<file path="src/rtl/i2cs_pkg.sv">
package i2cs_pkg;

  typedef enum logic [2:0] {
    ST_IDLE,
    ST_ADDR,
    ST_AACK,
    ST_STALL,
    ST_TX,
    ST_TACK,
    ST_SKIP
  } eng_state_e;

  localparam int REG_AW = 2;
  localparam logic [REG_AW-1:0] RA_CTRL = 2'd0;
  localparam logic [REG_AW-1:0] RA_STAT = 2'd1;
  localparam logic [REG_AW-1:0] RA_TXD  = 2'd2;
  localparam logic [REG_AW-1:0] RA_RXD  = 2'd3;

  // Open-drain: to show a level on the wire, pull low only for a 0.
  function automatic logic pull_for(input logic level);
    return !level;
  endfunction

  // Address part of a frame sits above the direction bit.
  function automatic logic addr_hit(input logic [7:0] frame, input logic [6:0] own);
    return frame[7:1] == own;
  endfunction

endpackage

</file>
<file path="src/rtl/i2cs_line_sync.sv">
module i2cs_line_sync #(
  parameter int SYNC_STAGES = 2
) (
  input  logic clk,
  input  logic rst_n,
  input  logic scl_i,
  input  logic sda_i,
  output logic scl_s,
  output logic sda_s,
  output logic scl_rise,
  output logic scl_fall,
  output logic start_det,
  output logic stop_det
);
  localparam int NLINES = 2;

  logic [NLINES-1:0] raw;
  logic [NLINES-1:0] synced;
  logic [NLINES-1:0] prev;

  assign raw = {sda_i, scl_i};

  for (genvar g = 0; g < NLINES; g++) begin : g_line
    logic [SYNC_STAGES-1:0] pipe;
    always_ff @(posedge clk or negedge rst_n) begin
      if (!rst_n) begin
        pipe    <= '1;
        prev[g] <= 1'b1;
      end else begin
        pipe    <= {pipe[SYNC_STAGES-2:0], raw[g]};
        prev[g] <= pipe[SYNC_STAGES-1];
      end
    end
    assign synced[g] = pipe[SYNC_STAGES-1];
  end

  assign scl_s     = synced[0];
  assign sda_s     = synced[1];
  assign scl_rise  = synced[0] && !prev[0];
  assign scl_fall  = !synced[0] && prev[0];
  assign start_det = synced[0] && prev[0] && prev[1] && !synced[1];
  assign stop_det  = synced[0] && prev[0] && !prev[1] && synced[1];

endmodule

</file>
<file path="src/rtl/i2cs_host_regs.sv">
module i2cs_host_regs
  import i2cs_pkg::*;
#(
  parameter int DATA_W = 8
) (
  input  logic              clk,
  input  logic              rst_n,
  input  logic              reg_wr,
  input  logic              reg_rd,
  input  logic [REG_AW-1:0] reg_addr,
  input  logic [DATA_W-1:0] reg_wdata,
  output logic [DATA_W-1:0] reg_rdata,
  input  logic              ev_set_tx,
  input  logic              ev_load,
  input  logic              ev_tend,
  input  logic              ev_addr,
  input  logic [DATA_W-1:0] addr_frame,
  output logic              en,
  output logic              trs,
  output logic              ack_lvl,
  output logic              tde,
  output logic              tend,
  output logic [DATA_W-1:0] txd,
  output logic              rx_read
);
  logic [DATA_W-1:0] rxd;
  logic              wr_ctrl, wr_stat, wr_txd;

  assign wr_ctrl = reg_wr && (reg_addr == RA_CTRL);
  assign wr_stat = reg_wr && (reg_addr == RA_STAT);
  assign wr_txd  = reg_wr && (reg_addr == RA_TXD);
  assign rx_read = reg_rd && (reg_addr == RA_RXD);

  always_ff @(posedge clk or negedge rst_n) begin
    if (!rst_n) begin
      en      <= 1'b0;
      trs     <= 1'b0;
      ack_lvl <= 1'b0;
      tde     <= 1'b0;
      tend    <= 1'b0;
      txd     <= '0;
      rxd     <= '0;
    end else begin
      if (wr_ctrl) begin
        en      <= reg_wdata[0];
        ack_lvl <= reg_wdata[2];
        trs     <= trs && reg_wdata[1] && reg_wdata[0];
        if (!reg_wdata[0]) begin
          tde  <= 1'b0;
          tend <= 1'b0;
        end
      end
      if (wr_stat) begin
        tde  <= tde && reg_wdata[0];
        tend <= tend && reg_wdata[1];
      end
      if (wr_txd) txd <= reg_wdata;
      if (ev_load) tde <= 1'b1;
      if (wr_txd) tde <= 1'b0;
      if (ev_tend) tend <= 1'b1;
      if (ev_set_tx) begin
        trs <= 1'b1;
        tde <= 1'b1;
      end
      if (ev_addr) rxd <= addr_frame;
    end
  end

  always_comb begin
    reg_rdata = '0;
    case (reg_addr)
      RA_CTRL: reg_rdata[2:0] = {ack_lvl, trs, en};
      RA_STAT: reg_rdata[1:0] = {tend, tde};
      RA_TXD:  reg_rdata      = txd;
      default: reg_rdata      = rxd;
    endcase
  end

endmodule

</file>
<file path="src/rtl/i2cs_xfer_engine.sv">
module i2cs_xfer_engine
  import i2cs_pkg::*;
#(
  parameter int ADDR_W = 7,
  parameter int DATA_W = 8
) (
  input  logic              clk,
  input  logic              rst_n,
  input  logic [ADDR_W-1:0] own_addr,
  input  logic              en,
  input  logic              trs,
  input  logic              ack_lvl,
  input  logic              tde,
  input  logic [DATA_W-1:0] txd,
  input  logic              rx_read,
  input  logic              sda_s,
  input  logic              scl_rise,
  input  logic              scl_fall,
  input  logic              start_det,
  input  logic              stop_det,
  output logic              scl_oe,
  output logic              sda_oe,
  output logic              ev_addr,
  output logic              ev_set_tx,
  output logic              ev_load,
  output logic              ev_tend,
  output logic [DATA_W-1:0] addr_frame
);
  localparam int CNT_W = $clog2(DATA_W + 2);
  localparam logic [CNT_W-1:0] LAST_BIT = CNT_W'(DATA_W);

  eng_state_e        st, st_n;
  logic [CNT_W-1:0]  cnt, cnt_n;
  logic [DATA_W-1:0] sh, sh_n;
  logic              sda_drv, sda_n;
  logic              scl_hold, scl_n;
  logic              nacked, nack_n;
  logic              do_load;

  always_comb begin
    st_n      = st;
    cnt_n     = cnt;
    sh_n      = sh;
    sda_n     = sda_drv;
    scl_n     = scl_hold;
    nack_n    = nacked;
    ev_addr   = 1'b0;
    ev_set_tx = 1'b0;
    ev_tend   = 1'b0;
    do_load   = 1'b0;
    if (!en) begin
      st_n  = ST_IDLE;
      cnt_n = '0;
      sda_n = 1'b0;
      scl_n = 1'b0;
    end else if (start_det) begin
      st_n  = ST_ADDR;
      cnt_n = '0;
      sda_n = 1'b0;
      scl_n = 1'b0;
    end else if (stop_det) begin
      st_n  = ST_IDLE;
      sda_n = 1'b0;
      scl_n = 1'b0;
    end else begin
      case (st)
        ST_ADDR: begin
          if (scl_rise) begin
            sh_n  = {sh[DATA_W-2:0], sda_s};
            cnt_n = cnt + CNT_W'(1);
          end else if (scl_fall && cnt == LAST_BIT) begin
            ev_addr = 1'b1;
            if (addr_hit(sh, own_addr)) begin
              sda_n = pull_for(ack_lvl);
              st_n  = ST_AACK;
            end else begin
              st_n = ST_SKIP;
            end
          end
        end
        ST_AACK: begin
          if (scl_fall) begin
            sda_n = 1'b0;
            if (sh[0]) begin
              ev_set_tx = 1'b1;
              scl_n     = 1'b1;
              nack_n    = 1'b0;
              st_n      = ST_STALL;
            end else begin
              st_n = ST_SKIP;
            end
          end
        end
        ST_STALL: begin
          if (trs && !nacked && !tde) begin
            do_load = 1'b1;
          end else if (!trs && rx_read) begin
            scl_n = 1'b0;
            st_n  = ST_SKIP;
          end
        end
        ST_TX: begin
          if (scl_rise) begin
            cnt_n = cnt + CNT_W'(1);
          end else if (scl_fall) begin
            if (cnt == LAST_BIT) begin
              sda_n = 1'b0;
              st_n  = ST_TACK;
            end else begin
              sda_n = pull_for(sh[DATA_W-2]);
              sh_n  = sh << 1;
            end
          end
        end
        ST_TACK: begin
          if (scl_rise) begin
            nack_n = sda_s;
          end else if (scl_fall) begin
            if (!nacked && !tde && trs) begin
              do_load = 1'b1;
            end else begin
              ev_tend = tde;
              scl_n   = 1'b1;
              st_n    = ST_STALL;
            end
          end
        end
        default: ;
      endcase
    end
    ev_load = do_load;
    if (do_load) begin
      sh_n  = txd;
      sda_n = pull_for(txd[DATA_W-1]);
      scl_n = 1'b0;
      cnt_n = '0;
      st_n  = ST_TX;
    end
  end

  always_ff @(posedge clk or negedge rst_n) begin
    if (!rst_n) begin
      st       <= ST_IDLE;
      cnt      <= '0;
      sh       <= '0;
      sda_drv  <= 1'b0;
      scl_hold <= 1'b0;
      nacked   <= 1'b0;
    end else begin
      st       <= st_n;
      cnt      <= cnt_n;
      sh       <= sh_n;
      sda_drv  <= sda_n;
      scl_hold <= scl_n;
      nacked   <= nack_n;
    end
  end

  assign scl_oe     = scl_hold;
  assign sda_oe     = sda_drv;
  assign addr_frame = sh;

endmodule

</file>
<file path="src/rtl/i2cs_slave_tx.sv">
module i2cs_slave_tx
  import i2cs_pkg::*;
#(
  parameter int ADDR_W      = 7,
  parameter int DATA_W      = 8,
  parameter int SYNC_STAGES = 2
) (
  input  logic              clk,
  input  logic              rst_n,
  input  logic [ADDR_W-1:0] own_addr,
  input  logic              scl_i,
  input  logic              sda_i,
  output logic              scl_oe,
  output logic              sda_oe,
  input  logic              reg_wr,
  input  logic              reg_rd,
  input  logic [1:0]        reg_addr,
  input  logic [DATA_W-1:0] reg_wdata,
  output logic [DATA_W-1:0] reg_rdata
);
  logic scl_s, sda_s, scl_rise, scl_fall, start_det, stop_det;
  logic ctl_en, ctl_trs, ctl_ack, flag_tde, flag_tend, rx_read;
  logic ev_addr, ev_set_tx, ev_load, ev_tend;
  logic [DATA_W-1:0] txd, addr_frame;

  i2cs_line_sync #(.SYNC_STAGES(SYNC_STAGES)) u_sync (
    .clk(clk), .rst_n(rst_n), .scl_i(scl_i), .sda_i(sda_i),
    .scl_s(scl_s), .sda_s(sda_s), .scl_rise(scl_rise), .scl_fall(scl_fall),
    .start_det(start_det), .stop_det(stop_det)
  );

  i2cs_host_regs #(.DATA_W(DATA_W)) u_regs (
    .clk(clk), .rst_n(rst_n), .reg_wr(reg_wr), .reg_rd(reg_rd),
    .reg_addr(reg_addr), .reg_wdata(reg_wdata), .reg_rdata(reg_rdata),
    .ev_set_tx(ev_set_tx), .ev_load(ev_load), .ev_tend(ev_tend),
    .ev_addr(ev_addr), .addr_frame(addr_frame),
    .en(ctl_en), .trs(ctl_trs), .ack_lvl(ctl_ack), .tde(flag_tde),
    .tend(flag_tend), .txd(txd), .rx_read(rx_read)
  );

  i2cs_xfer_engine #(.ADDR_W(ADDR_W), .DATA_W(DATA_W)) u_eng (
    .clk(clk), .rst_n(rst_n), .own_addr(own_addr),
    .en(ctl_en), .trs(ctl_trs), .ack_lvl(ctl_ack), .tde(flag_tde),
    .txd(txd), .rx_read(rx_read), .sda_s(sda_s),
    .scl_rise(scl_rise), .scl_fall(scl_fall),
    .start_det(start_det), .stop_det(stop_det),
    .scl_oe(scl_oe), .sda_oe(sda_oe),
    .ev_addr(ev_addr), .ev_set_tx(ev_set_tx), .ev_load(ev_load),
    .ev_tend(ev_tend), .addr_frame(addr_frame)
  );

endmodule

</file>
<file path="config.mk">
export PLATFORM = sky130hd
export DESIGN_NAME = i2cs_slave_tx
export DESIGN_NICKNAME = d
export VERILOG_FILES = /design/src/rtl/i2cs_pkg.sv /design/src/rtl/i2cs_line_sync.sv /design/src/rtl/i2cs_host_regs.sv /design/src/rtl/i2cs_xfer_engine.sv /design/src/rtl/i2cs_slave_tx.sv
export SDC_FILE = /design/constraint.sdc
export NUM_CORES = 1
export LEC_CHECK = 0
export BUFFER_PORTS_ARGS = -buffer_cell sky130_fd_sc_hd__buf_4
export CAP_MARGIN = 30
export CORE_UTILIZATION = 30
export DETAILED_ROUTE_END_ITERATION = 10
export PLACE_DENSITY = 0.54
export SLEW_MARGIN = 30
export SYNTH_ARGS = -nofsm -noshare
export SYNTH_HDL_FRONTEND = slang
export SYNTH_SLANG_ARGS = --single-unit
</file>
<file path="constraint.sdc">
create_clock -name clk -period 5.45 [get_ports clk]
set_input_delay 0 -clock clk [delete_from_list [all_inputs] [get_ports clk]]
set_output_delay 0 -clock clk [all_outputs]
set_load 0.02 [all_outputs]
</file>
After elaboration in Yosys (flattened, before gate mapping)
Index checks and enable logic that the tools add are counted.
{"block": "classes", "addsub": 1, "multipliers": 0, "div": 0, "n_lt_le_gt_ge": 0, "n_eq_ne": 40, "shifts": 0, "n_mux": 101, "bitwise": 2, "reduce_logical": 48}
{"operator": "two-way mux 8 bit", "count": 8}
{"operator": "two-way mux 1 bit", "count": 61}
{"operator": "two-way mux 3 bit", "count": 17}
{"operator": "inequality test 6 x 5 -> 1 bit, second input constant", "count": 8}
{"operator": "inequality test 6 bit, second input constant", "count": 5}
{"operator": "two-way mux 4 bit", "count": 6}
{"operator": "logical AND 1 bit", "count": 21}
{"operator": "one-hot mux 8 bit (2 select lines)", "count": 1}
{"operator": "AND reduction 8 bit", "count": 2}
{"operator": "one-hot mux 3 bit (5 select lines)", "count": 1}
{"operator": "inequality test 7 x 4 -> 1 bit, second input constant", "count": 2}
{"operator": "AND reduction 7 bit", "count": 2}
{"operator": "inequality test 4 bit, second input constant", "count": 3}
{"operator": "AND reduction 12 bit", "count": 1}
{"operator": "zero test 1 bit", "count": 10}
{"operator": "one-hot mux 5 bit (2 select lines)", "count": 1}
{"operator": "inequality test 3 bit, second input constant", "count": 3}
{"operator": "inequality test 9 x 4 -> 1 bit, second input constant", "count": 1}
{"operator": "one-hot mux 1 bit (3 select lines)", "count": 3}
{"operator": "inequality test 2 x 1 -> 1 bit, second input constant", "count": 4}
{"operator": "equality test 7 bit", "count": 1}
{"operator": "equality test 3 x 2 -> 1 bit, second input constant", "count": 2}
{"operator": "equality test 3 bit, second input constant", "count": 2}
{"operator": "one-hot mux 2 bit (3 select lines)", "count": 1}
{"operator": "other kinds (18)", "count": 26}
{"block": "totals", "ff_bits": 45, "latchBits": 0, "mem_bits_rw": 0, "romBits": 0, "input_bits": 23, "out_inout_bits": 10, "wordCells": 209, "n_memories": 0}

Longest topological paths before layout
{"block": "depth", "ltp_word": 13, "ltp_mapped": 7, "depth_no_buf": 7}

Hierarchy
Synthesis repeated with hierarchy kept, for this count alone.
{"block": "unflattened", "hier_cells": 237, "hier_area_um2": 2542.4}
{"module": "i2cs_xfer_engine", "n_inst": 1, "cells_per_inst": 152, "area_each_um2": 1337.5, "seq_area_each_um2": 450.4}
{"module": "i2cs_host_regs", "n_inst": 1, "cells_per_inst": 75, "area_each_um2": 1014.7, "seq_area_each_um2": 525.5}
{"module": "i2cs_line_sync", "n_inst": 1, "cells_per_inst": 10, "area_each_um2": 190.2, "seq_area_each_um2": 157.7}

Least setup slack after synthesis
OpenSTA, ideal clock, no wires.
{"block": "synth_path", "path_type": "register to register", "start": "register u_sync.g_line[0].pipe[1]", "end": "register u_eng.sda_drv (netlist: u_eng.sda_oe)", "setup_time_ns": 0.125, "arrival_time_ns": 1.654, "required_ns": 5.325, "slack_ns": 3.671, "path_stages_with_launch": 7, "path_buffers": 1, "synth_period_minus_slack_ns": 1.779, "cell_sequence": "dfstp_2 -> nor2b_1 -> buf_4 -> a211oi_1 -> a211oi_1 -> o311ai_2 -> mux2_4"}
{"block": "synth_via", "elab_chain_len": 10, "word_cells_on_any_way": 27, "cone_classes": "7 x eq/ne; 10 x mux; 10 x reduce/logical"}
{"item": "start, declared", "line_no": "i2cs_line_sync.sv:24", "rtl": "logic [SYNC_STAGES-1:0] pipe;"}
{"item": "start signal, assigned", "line_no": "i2cs_line_sync.sv:30", "rtl": "pipe <= {pipe[SYNC_STAGES-2:0], raw[g]};"}
{"item": "zero test 1 bit", "line_no": "i2cs_line_sync.sv:40", "rtl": "assign scl_fall = !synced[0] && prev[0];"}
{"item": "logical AND 1 bit", "line_no": "i2cs_line_sync.sv:40"}
{"item": "two-way mux 1 bit", "line_no": "i2cs_xfer_engine.sv:118", "rtl": "end else if (scl_fall) begin"}
{"item": "two-way mux 1 bit", "line_no": "i2cs_xfer_engine.sv:116", "rtl": "if (scl_rise) begin"}
{"item": "one-hot mux 1 bit (2 select lines)", "line_no": "i2cs_xfer_engine.sv:66", "rtl": "case (st)"}
{"item": "two-way mux 1 bit", "line_no": "i2cs_xfer_engine.sv:61", "rtl": "end else if (stop_det) begin"}
{"item": "two-way mux 1 bit", "line_no": "i2cs_xfer_engine.sv:56", "rtl": "end else if (start_det) begin"}
{"item": "two-way mux 1 bit", "line_no": "i2cs_xfer_engine.sv:51", "rtl": "if (!en) begin"}
{"item": "inequality test 7 x 4 -> 1 bit (no source line) (tied with other cells)"}
{"item": "AND reduction 7 bit (no source line)"}
{"item": "end signal, assigned", "line_no": "i2cs_xfer_engine.sv:153", "rtl": "sda_drv <= sda_n;"}
{"item": "end, declared", "line_no": "i2cs_xfer_engine.sv:35", "rtl": "logic sda_drv, sda_n;"}
Parallel ways exist; a longest one is shown, timed or not.
A chain may end at the register's enable or synchronous reset.

Final worst setup path
{"block": "layout_path", "start": "register u_eng.st[1]", "end": "register u_eng.st[2]"}
{"block": "layout_via", "elab_chain_len": 7, "word_cells_on_any_way": 27, "cone_classes": "17 x eq/ne; 9 x mux; 1 x reduce/logical"}
{"item": "start, declared", "line_no": "i2cs_xfer_engine.sv:32", "rtl": "eng_state_e st, st_n;"}
{"item": "start signal, assigned", "line_no": "i2cs_xfer_engine.sv:150", "rtl": "st <= st_n;"}
{"item": "equality test 3 bit / equality test 3 x 2 -> 1 bit (equally long branches)", "line_no": "i2cs_xfer_engine.sv:66"}
{"item": "one-hot mux 1 bit (2 select lines)", "line_no": "i2cs_xfer_engine.sv:66"}
{"item": "two-way mux 1 bit", "line_no": "i2cs_xfer_engine.sv:61"}
{"item": "two-way mux 1 bit", "line_no": "i2cs_xfer_engine.sv:56"}
{"item": "two-way mux 1 bit", "line_no": "i2cs_xfer_engine.sv:51"}
{"item": "inequality test 9 x 4 -> 1 bit (no source line) (tied with other cells)"}
{"item": "AND reduction 12 bit (no source line)"}
Parallel ways exist; a longest one is shown, timed or not.

==> metrics <==
outcome=finished clean; CTS clk-pin slew, worst paths=0.09 ns; Fin Setup TNS=0 ns; Critical Path RT=5.67 ns; register area=1130 µm²; VDD IR-drop max=0.250 mV; Cell Rows=34; H-Tree Depth=2; Primary FF master, synth=dfrtp_1; Clock Latency Late Sink=0.30 ns; Die W=97.1 µm; Design Power=0.00113 W; Sink Count=45; CP endpoint kind=register; remaining antenna violation count after routing=0; clk buf depth=2; FILL cells=866; endpoints failing setup=0; largest net degree at the start of global routing=46; Total Die Area=9430 µm²; Yosys top cell area share=0.360; PD cells=350 nW/µm²; DRC=0; worst r2r src=u_eng.st[1]; Switching Power=0.000412 W; Async SR Flop Fraction=1.00; # nets final=319; first-pass GRT wire length=10700 µm; drt via density=5.11; initial antenna violation count=0; critical path arrival=2.68 ns; core area=8720 µm²; HP Class=in -> reg; Mapped Cells=253; DRT iter0 DRCs=107; routed wl met2=2860 µm; fmax=407 MHz; post-CTS setup buffers=0; HP Start=reg_addr[0]; CTS Buf Count=5; root buffer cell=clkbuf_8; DR top layer=met4; number of global-route vias before repair=2000; global route overflow=0; leading area contributor after synthesis=dfrtp_1; Yosys cell types=67; num ports=33; Crit Path Max Fanout=18; Reg power frac=0.437; DRT Wirelength=6400 µm; post-placement cell count=382; switching share of power=0.365; Port Buf Inserts=32; Multi-input gate area=1470 µm²; share of cells above drive strength 1=0.280; Vias=2050; chip height=97.1 µm; leakage power=1.42 nW; top-count cell post-synth=dfrtp_1; Met1 Wirelength=3320 µm; mapped cell area=2710 µm²; TritonRoute pass-1 iters=4; Worst Skew=0.00613 ns; fin crit share=0.450; # diodes=0; Slew @ Worst Pin=0.767 ns; number of synthesized register bits=45; HPWL Detailed=4610 µm; Clk pwr share=0.226; EDFF count, synth=0; cell-internal power=0.000718 W; CP Launch Point=u_eng.st[1]; Syn Nets=280; Synth top cells by count=dfrtp_1 (39), nor2_1 (21), mux2i_1 (18); Reg2Reg Setup Slack=3.00 ns; final design utilization=0.370; max_cap viols=0; Period minus WS final=2.45 ns; Slew Limit Headroom=0.488; placer congestion estimate=0.837; Critical Path Source Type=register; CTS tree=built; non-filler cells, final=401; Hold Fails Final Rpt=0; final slew viol count=0; GRT Total Usage=0.143; top post-synthesis cells by area=dfrtp_1 (36%), mux2_2 (7.1%), mux2i_1 (6.6%), dfstp_2 (5.8%), nor2_1 (2.9%); register area share after synthesis=0.418; Wirelength per Cell=16.0 µm; hold slack=0.104 ns; combinational power share=0.338; Initial Utilization=0.311; syn avg cell area=10.7 µm²; type of the worst setup path=reg -> reg; synth warn=0; P&R area growth vs syn=18.9%; met3 routed WL=159 µm; unrepaired setup endpoints after global routing=false
-- what timing repair did --
| action | 4_1_cts | 5_1_grt |
|---|---|---|
| hold endpoints to repair | 51 | 0 |
| gates resized for setup | 0 | 0 |
| hold buffers | 11 | 0 |
-- kinds of logic (layout without fill, tap and decap cells) --
family,after synthesis,count (layout),synth area share
muxes,38,38,0.159
buffers and inverters,18,58,0.0401
AOI/OAI and AO/OA,49,49,0.138
DFF,45,45,0.418
adders and majority gates,4,4,0.0184
and+or+nand+nor,88,88,0.191
xor gates and xnor gates,11,11,0.0355
-- worst max-delay path: stages (launching register included) --
cell	delay [ns]
dfrtp_1	0.76
nand2b_2	0.21
a21oi_2	0.53
nand2_1	0.51
o31a_1	0.24
mux2i_1	0.12
-- final cells by class --
type / instances / share of cell area
multi-input combinational: 190 / 0.456
sequential: 45 / 0.351
timing repair buffer: 43 / 0.109
tap: 108 / 0.0419
clock buffer: 6 / 0.0225
clock inverter: 2 / 0.0120
inverter: 7 / 0.00814
-- power groups by stage --
stage               Sequential, W  Combinational (W)  Clock, W
global placement         0.000499           0.000372         0
global route             0.000509           0.000418  0.000278
finish                   0.000494           0.000382  0.000255
CTS                      0.000493           0.000381  0.000266
floorplan                0.000459           0.000308         0
detailed placement       0.000500           0.000373         0
-- through the flow --
step | area [µm²] | setup WS, ns
floorplan | 2710 | 3.67
global placement | 3010 | 3.09
detailed placement | 3010 | 3.09
CTS | 3230 | 3.07
global route | 3230 | 2.77
finish | 3230 | 3.00
-- per-layer routing --
| layer | vias up | global-route usage |
|---|---|---|
| met4 | 0 | 0.0310 |
| li1 | 1000 | - |
| met2 | 32 | 0.210 |
| met1 | 1013 | 0.217 |
| met3 | 5 | 0.0252 |
| met5 | - | 0 |
-- worst paths after layout --
path,cells past startpoint,to
setup / recovery,5,u_eng.st[2]
hold / removal,2,u_regs.tde
setup reg to reg,5,u_eng.st[2]
hold reg to reg,0,u_sync.g_line[0].pipe[1]
max in group asynchronous,2,u_eng.cnt[0]
min in group asynchronous,2,u_regs.txd[4]
-- flip-flops by register name, indices dropped and copies added (netlist names) --
name and cells:
u_regs.tde 1, u_regs.trs 1, u_eng.st 3, u_eng.nacked 1, u_regs.txd 8, u_sync.prev 2
u_eng.addr_frame 8, u_regs.en 1, u_eng.cnt 4, u_sync.g_line.pipe 4, u_eng.scl_oe 1, u_regs.tend 1
u_eng.sda_oe 1, u_regs.ack_lvl 1, u_regs.rxd 8
-- cell usage in the layout, fill, tap and decap left out, drive strengths merged, types with 4 or more instances in the layout --
cell type / Yosys / final
a21oi: 14 / 14
buf: 7 / 32
clkbuf: 4 / 6
dfrtp: 39 / 39
dfstp: 6 / 6
dlygate4sd3: 0 / 11
ha: 4 / 4
inv: 7 / 7
mux2: 18 / 18
mux2i: 18 / 18
nand2: 17 / 17
nand3: 8 / 8
nor2: 22 / 22
nor2b: 11 / 11
nor3: 5 / 5
nor3b: 4 / 4
nor4: 4 / 4
o21ai: 9 / 9
xor2: 9 / 9
Note: power is estimated with default switching activity, not from simulation.
